## src/rtl/fg_pkg.sv

```systemverilog
package fg_pkg;

   typedef enum logic [2:0] {
      ST_RUN      = 3'd0,
      ST_OV_CLAMP = 3'd1,
      ST_OV_BLEED = 3'd2,
      ST_UV       = 3'd3,
      ST_OC       = 3'd4
   } fg_state_e;

   localparam int unsigned CODE_W = 2;

   typedef enum logic [CODE_W-1:0] {
      FC_NONE = 2'b00,
      FC_OV   = 2'b01,
      FC_UV   = 2'b10,
      FC_OC   = 2'b11
   } fg_code_e;

   function automatic fg_code_e code_of(input fg_state_e s);
      case (s)
         ST_OV_CLAMP, ST_OV_BLEED: code_of = FC_OV;
         ST_UV:                    code_of = FC_UV;
         ST_OC:                    code_of = FC_OC;
         default:                  code_of = FC_NONE;
      endcase
   endfunction

endpackage

```

## src/rtl/fg_oc_filter.sv

```systemverilog
module fg_oc_filter #(
   parameter int unsigned OC_CYCLES = 4
) (
   input  logic clk_i,
   input  logic rst_ni,
   input  logic clear_i,
   input  logic tick_i,
   input  logic lvl1_i,
   output logic trip_o
);

   if (OC_CYCLES < 1) begin : g_bad_cycles
      $error("fg_oc_filter: OC_CYCLES must be at least 1");
   end

   if (OC_CYCLES == 1) begin : g_direct
      // A single qualifying tick is enough: no count to keep.
      logic unused_clk_rst;
      assign unused_clk_rst = clk_i ^ rst_ni;
      assign trip_o = tick_i & lvl1_i & ~clear_i;
   end else begin : g_count
      localparam int unsigned CNT_W = $clog2(OC_CYCLES);
      localparam logic [CNT_W-1:0] LAST = CNT_W'(OC_CYCLES - 1);

      logic [CNT_W-1:0] run_q;

      always_ff @(posedge clk_i or negedge rst_ni) begin
         if (!rst_ni) begin
            run_q <= '0;
         end else if (clear_i) begin
            run_q <= '0;
         end else if (tick_i) begin
            if (!lvl1_i || run_q == LAST) begin
               run_q <= '0;
            end else begin
               run_q <= run_q + 1'b1;
            end
         end
      end

      assign trip_o = tick_i & lvl1_i & ~clear_i & (run_q == LAST);

      // a tick without the level-1 flag restarts the run
      a_r6_gap_restarts: assert property (@(posedge clk_i) disable iff (!rst_ni)
         (tick_i && !lvl1_i) |=> (run_q == '0));

      // tickless clocks leave the run untouched
      a_r5_hold_between_ticks: assert property (@(posedge clk_i) disable iff (!rst_ni)
         (!tick_i && !clear_i) |=> $stable(run_q));

      a_r5_run_bounded: assert property (@(posedge clk_i) disable iff (!rst_ni)
         run_q <= LAST);
   end

endmodule

```

## src/rtl/fg_fault_fsm.sv

```systemverilog
module fg_fault_fsm
   import fg_pkg::*;
(
   input  logic      clk_i,
   input  logic      rst_ni,
   input  logic      active_i,
   input  logic      ov_i,
   input  logic      out_low_i,
   input  logic      uv_i,
   input  logic      ss_done_i,
   input  logic      oc2_i,
   input  logic      oc_trip_i,
   output fg_state_e state_o
);

   fg_state_e state_q, state_d;

   always_comb begin
      state_d = state_q;
      if (!active_i) begin
         state_d = ST_RUN;
      end else begin
         case (state_q)
            ST_RUN: begin
               // priority: overvoltage, then overcurrent, then undervoltage
               if (ov_i)                     state_d = ST_OV_CLAMP;
               else if (oc2_i || oc_trip_i)  state_d = ST_OC;
               else if (uv_i && ss_done_i)   state_d = ST_UV;
            end
            ST_OV_CLAMP: begin
               if (out_low_i) state_d = ST_OV_BLEED;
            end
            default: state_d = state_q;
         endcase
      end
   end

   always_ff @(posedge clk_i or negedge rst_ni) begin
      if (!rst_ni) state_q <= ST_RUN;
      else         state_q <= state_d;
   end

   assign state_o = state_q;

   // overvoltage latches even before soft-start ends
   a_r2_ov_latch: assert property (@(posedge clk_i) disable iff (!rst_ni)
      (active_i && state_q == ST_RUN && ov_i) |=> (state_q == ST_OV_CLAMP));

   // upper overcurrent level latches at once
   a_r7_oc2_now: assert property (@(posedge clk_i) disable iff (!rst_ni)
      (active_i && state_q == ST_RUN && !ov_i && oc2_i) |=> (state_q == ST_OC));

   // undervoltage ignored before soft-start completes
   a_r4_uv_needs_ss: assert property (@(posedge clk_i) disable iff (!rst_ni)
      (active_i && state_q == ST_RUN && !ss_done_i && !ov_i && !oc2_i && !oc_trip_i)
         |=> (state_q == ST_RUN));

   // first latched code kept while enabled and powered
   a_r9_code_kept: assert property (@(posedge clk_i) disable iff (!rst_ni)
      (active_i && state_q != ST_RUN) |=> (code_of(state_q) == $past(code_of(state_q))));

   // loss of enable or supply clears
   a_r9_clear: assert property (@(posedge clk_i) disable iff (!rst_ni)
      !active_i |=> (state_q == ST_RUN));

   // discharge phase is sticky
   a_r3_bleed_sticky: assert property (@(posedge clk_i) disable iff (!rst_ni)
      (active_i && state_q == ST_OV_BLEED) |=> (state_q == ST_OV_BLEED));

endmodule

```

## src/rtl/fg_gate_map.sv

```systemverilog
module fg_gate_map
   import fg_pkg::*;
(
   input  logic                  clk_i,
   input  logic                  rst_ni,
   input  fg_state_e             state_i,
   input  logic                  pre_arm_i,
   input  logic                  ov_i,
   output logic                  hs_off_o,
   output logic                  ls_on_o,
   output logic                  ls_off_o,
   output logic                  bleed_en_o,
   output logic [CODE_W-1:0]     code_o
);

   logic pre_clamp_q;

   always_ff @(posedge clk_i or negedge rst_ni) begin
      if (!rst_ni) pre_clamp_q <= 1'b0;
      else         pre_clamp_q <= pre_arm_i & ov_i;
   end

   always_comb begin
      hs_off_o   = (state_i != ST_RUN);
      ls_on_o    = (state_i == ST_OV_CLAMP) | pre_clamp_q;
      ls_off_o   = (state_i == ST_OV_BLEED) | (state_i == ST_UV) | (state_i == ST_OC);
      bleed_en_o = (state_i == ST_OV_BLEED);
      code_o     = code_of(state_i);
   end

   // pre-enable guard drives low side on only
   a_r10_pre_clamp: assert property (@(posedge clk_i) disable iff (!rst_ni)
      (pre_arm_i && ov_i) |=> (ls_on_o && !hs_off_o && code_o == FC_NONE));

   // bleed only with both switches held off
   a_r3_bleed_gates: assert property (@(posedge clk_i) disable iff (!rst_ni)
      bleed_en_o |-> (hs_off_o && ls_off_o && !ls_on_o));

   a_r1_ls_exclusive: assert property (@(posedge clk_i) disable iff (!rst_ni)
      !(ls_on_o && ls_off_o));

endmodule

```

## src/rtl/conv_fault_guard.sv

```systemverilog
module conv_fault_guard #(
   parameter int unsigned OC_CYCLES = 4
) (
   input  logic       clk_i,
   input  logic       rst_ni,
   input  logic       cycle_tick_i,
   input  logic       enable_i,
   input  logic       supply_ok_i,
   input  logic       ss_done_i,
   input  logic       ov_hi_i,
   input  logic       out_low_i,
   input  logic       uv_i,
   input  logic       oc_lvl1_i,
   input  logic       oc_lvl2_i,
   output logic       hs_off_o,
   output logic       ls_on_o,
   output logic       ls_off_o,
   output logic       bleed_en_o,
   output logic [1:0] fault_code_o
);

   import fg_pkg::*;

   logic      active;
   logic      pre_arm;
   logic      oc_trip;
   fg_state_e state;

   assign active  = supply_ok_i & enable_i;
   assign pre_arm = supply_ok_i & ~enable_i;

   fg_oc_filter #(.OC_CYCLES(OC_CYCLES)) u_oc_filter (
      .clk_i   (clk_i),
      .rst_ni  (rst_ni),
      .clear_i (~active),
      .tick_i  (cycle_tick_i),
      .lvl1_i  (oc_lvl1_i),
      .trip_o  (oc_trip)
   );

   fg_fault_fsm u_fault_fsm (
      .clk_i     (clk_i),
      .rst_ni    (rst_ni),
      .active_i  (active),
      .ov_i      (ov_hi_i),
      .out_low_i (out_low_i),
      .uv_i      (uv_i),
      .ss_done_i (ss_done_i),
      .oc2_i     (oc_lvl2_i),
      .oc_trip_i (oc_trip),
      .state_o   (state)
   );

   fg_gate_map u_gate_map (
      .clk_i      (clk_i),
      .rst_ni     (rst_ni),
      .state_i    (state),
      .pre_arm_i  (pre_arm),
      .ov_i       (ov_hi_i),
      .hs_off_o   (hs_off_o),
      .ls_on_o    (ls_on_o),
      .ls_off_o   (ls_off_o),
      .bleed_en_o (bleed_en_o),
      .code_o     (fault_code_o)
   );

endmodule

```

## config.mk

```make
export PLATFORM = sky130hd
export DESIGN_NAME = conv_fault_guard
export DESIGN_NICKNAME = d
export VERILOG_FILES = /design/src/rtl/fg_pkg.sv /design/src/rtl/fg_oc_filter.sv /design/src/rtl/fg_fault_fsm.sv /design/src/rtl/fg_gate_map.sv /design/src/rtl/conv_fault_guard.sv
export SDC_FILE = /design/constraint.sdc
export NUM_CORES = 1
export LEC_CHECK = 0
export BUFFER_PORTS_ARGS = -buffer_cell sky130_fd_sc_hd__buf_2
export CORE_AREA = 2 2 39 41
export CTS_CLUSTER_SIZE = 40
export DETAILED_ROUTE_END_ITERATION = 6
export DIE_AREA = 0 0 41 43
export GPL_TIMING_DRIVEN = 0
export PLACE_DENSITY = 0.53
export RECOVER_POWER = 25
export SLEW_MARGIN = 5
export SYNTH_ARGS = -nofsm -noshare
export SYNTH_HDL_FRONTEND = slang
export SYNTH_SLANG_ARGS = --single-unit
```

## constraint.sdc

```tcl
create_clock -name clk_i -period 2.9 [get_ports clk_i]
set_input_delay 0.435 -clock clk_i [delete_from_list [all_inputs] [get_ports clk_i]]
set_output_delay 0.435 -clock clk_i [all_outputs]
set_load 0.03 [all_outputs]
```

==> out/results.txt <==
Slew @ Worst Pin -> 0.311 ns
Clk buf depth -> 2
Post-Layout Cell Count -> 79
Seq/Total Area, Yosys -> 38.3%
Violation count after the first detailed-routing iteration -> 0
Synth-to-layout area growth -> 31.0%
Hold Path Class -> input port to asynchronous set/reset pin
Standard-cell rows -> 14
Period minus WS final -> 1.72 ns
Final Net Count -> 77
Post-CTS sizing -> 0
Distinct cells, synth -> 25
Status -> finished, final reports clean
Count of final setup violators -> 0
Fmax -> 580 MHz
Placed cell area -> 492 sq um
Slew Limit Fails -> 0
Port bufs -> 16
Met1 Use GR -> 12.6%
Pwr Density -> 421 mW/mm^2
Synth Cell Area -> 392 sq um
Clk_lat worst skew -> 0.24 ns
Maximum VDD drop -> 0.000273 V
Startpoint Class -> flip-flop
RSZ-0062 raised after global routing -> false
Post-Synthesis Cells -> 44
Worst slew margin -> 79.3%
Setup TNS Final -> 0 ns
Share of layout cells above drive strength 1 -> 38.1%
Mean post-synth cell area -> 8.90 sq um
Vias in the first global route -> 294
YS warnings -> 0
MaxCap Viol Count -> 0
Clock Pin Slew Worst Setup and Hold Paths -> 0.04 ns
Global Route Usage Sum -> 9.73%
Clk Tree Root Cell -> clkbuf_4
CTS tree -> yes
First-pass GRT wire length -> 1.16 mm
Core area -> 0.00138 sq mm
Mapped Nets -> 56
Crit path required time -> 2.47 ns
IO Count -> 17
Worst setup EP type -> primary output
Diode count -> 0
Die height -> 43 um
Total CTS buffers -> 3
Fin area -> 513 sq um
Final Wtd Congestion -> 0.648
Period utilization -> 59.4%
Met2 usage -> 14.4%
Core Util, Final -> 37.1%
Vias/cell -> 4.61
Wirelength per Cell -> 9.25 um
Routed WL -> 731 um
Detailed Routing Iterations Pass 1 -> 1
WS Path Type -> flip-flop to primary output
TritonCTS Sinks -> 6
M3 GR Usage -> 6.28%
Die area -> 0.00176 sq mm
Arrival @ worst endpoint -> 1.29 ns
Most frequent cells in the layout -> 15 x buf_2, 6 x dfrtp_1, 4 x a21oi_1
Final hold violations -> 0
Depth of the CTS H-tree -> 1
Die X-Extent -> 41 um
Vias -> 364
CP Cell Sequence -> or3_4 -> buf_2
Largest net degree at the start of global routing -> 10
Reg2Reg Depth -> 3
Worst Path Max Fanout -> 9
Slowest cell on the critical path -> dfrtp_1
Antenna-violating nets left -> 0
Layer with the highest usage -> met2
Initial Util -> 28.3%
Cts hold-fix bufs -> 0
Slowest stage delay, CP -> 0.45 ns
Grt ovf -> 0
Count of state elements after synthesis -> 6
Post-Place Cells -> 76
Final Skew -> 0.000500 ns
Post-CTS Setup Inserts -> 0
Commonest non-fill, non-tap cell in the layout -> buf_2
Leakage power total -> 0.000264 uW
Residual DRC -> 0
Initial antenna violation count -> 0
-- layout make-up --
cell class,count,area [sq um]
clock buffer,3,22.5
buffer,2,18.8
inverter,2,7.51
tap,16,20.0
multi-input combinational,34,215
sequential,6,150
timing repair buffer,16,78.8
fill,153,871
-- through the flow --
stage	setup WS (ns)	hold slack [ns]	power [uW]
2_1_floorplan	1.18	0.139	124
3_3_place_gp	1.28	0.260	141
3_5_place_dp	1.29	0.264	141
4_1_cts	1.16	0.00641	219
5_1_grt	1.12	0.0761	229
6_report	1.18	0.0534	216
-- final timing paths --
check,start,end,slack (ns)
max,u_fault_fsm.state_o[2]$_DFFE_PN0P_,hs_off_o,1.18
min,rst_ni,u_oc_filter.g_count.run_q[0]$_DFFE_PN0P_,0.05
max reg2reg,u_fault_fsm.state_o[2]$_DFFE_PN0P_,u_fault_fsm.state_o[1]$_DFFE_PN0P_,1.29
min reg2reg,u_oc_filter.g_count.run_q[1]$_DFFE_PN0P_,u_oc_filter.g_count.run_q[1]$_DFFE_PN0P_,0.55
max in group asynchronous,rst_ni,u_fault_fsm.state_o[2]$_DFFE_PN0P_,2.61
min in group clk_i,supply_ok_i,u_gate_map.pre_clamp_q$_DFF_PN0_,0.46
-- critical path, delay by kind of cell (launching register included) --
kind	cells	cell delay [ns]
simple gates	1	0.41
flops	1	0.45
buf+inv	1	0.18
-- Yosys cell counts --
master	instances	area share (%)
dfrtp_1	6	38
a21oi_1	4	5.1
nand2_1	3	2.9
nand2b_1	3	4.8
nor2_1	3	2.9
inv_1	2	1.9
nand3_1	2	2.6
nand3b_1	2	3.8
o21ai_0	2	2.6
o22ai_1	2	3.2
a21o_2	1	2.2
and3_1	1	1.6
and3b_1	1	2.2
buf_4	1	1.9
buf_6	1	2.9
ha_1	1	3.2
nor2b_1	1	1.6
nor3_1	1	1.3
nor3b_1	1	1.9
o21bai_1	1	1.9
or2_0	1	1.6
or2_2	1	1.6
or3_4	1	2.9
or4_4	1	2.9
xnor2_1	1	2.2
-- power by group --
group          total, uW  internal (uW)  switching [uW]  leakage [uW]
clock               76.4           46.8            29.6     0.0000138
sequential          88.5           86.7            1.86     0.0000821
combinational       50.8           21.8            29.0      0.000168
total                216            155            60.5      0.000264
-- metal layers --
metal,routed length [um],vias to the layer above,share of wire [%]
li1,-,191,-
met1,337,162,46
met2,334,11,46
met3,59,0,8.1
met4,0,0,0
met5,0,-,0
-- flip-flops by register name, summed over array words and instances (netlist names) --
signal	cells
u_gate_map.pre_clamp_q	1
u_fault_fsm.state_o	3
u_oc_filter.g_count.run_q	2
-- cell families (layout without fill, tap and decap cells) --
group	count (synthesis)	in the layout	share of synthesized area (%)
compound gates	10	10	15.0
xor+xnor	1	1	2.24
fa+ha+maj	1	1	3.19
buf+inv	4	23	6.71
flops	6	6	38.3
simple gates	22	22	34.5
Note: power is estimated with default switching activity, not from simulation.
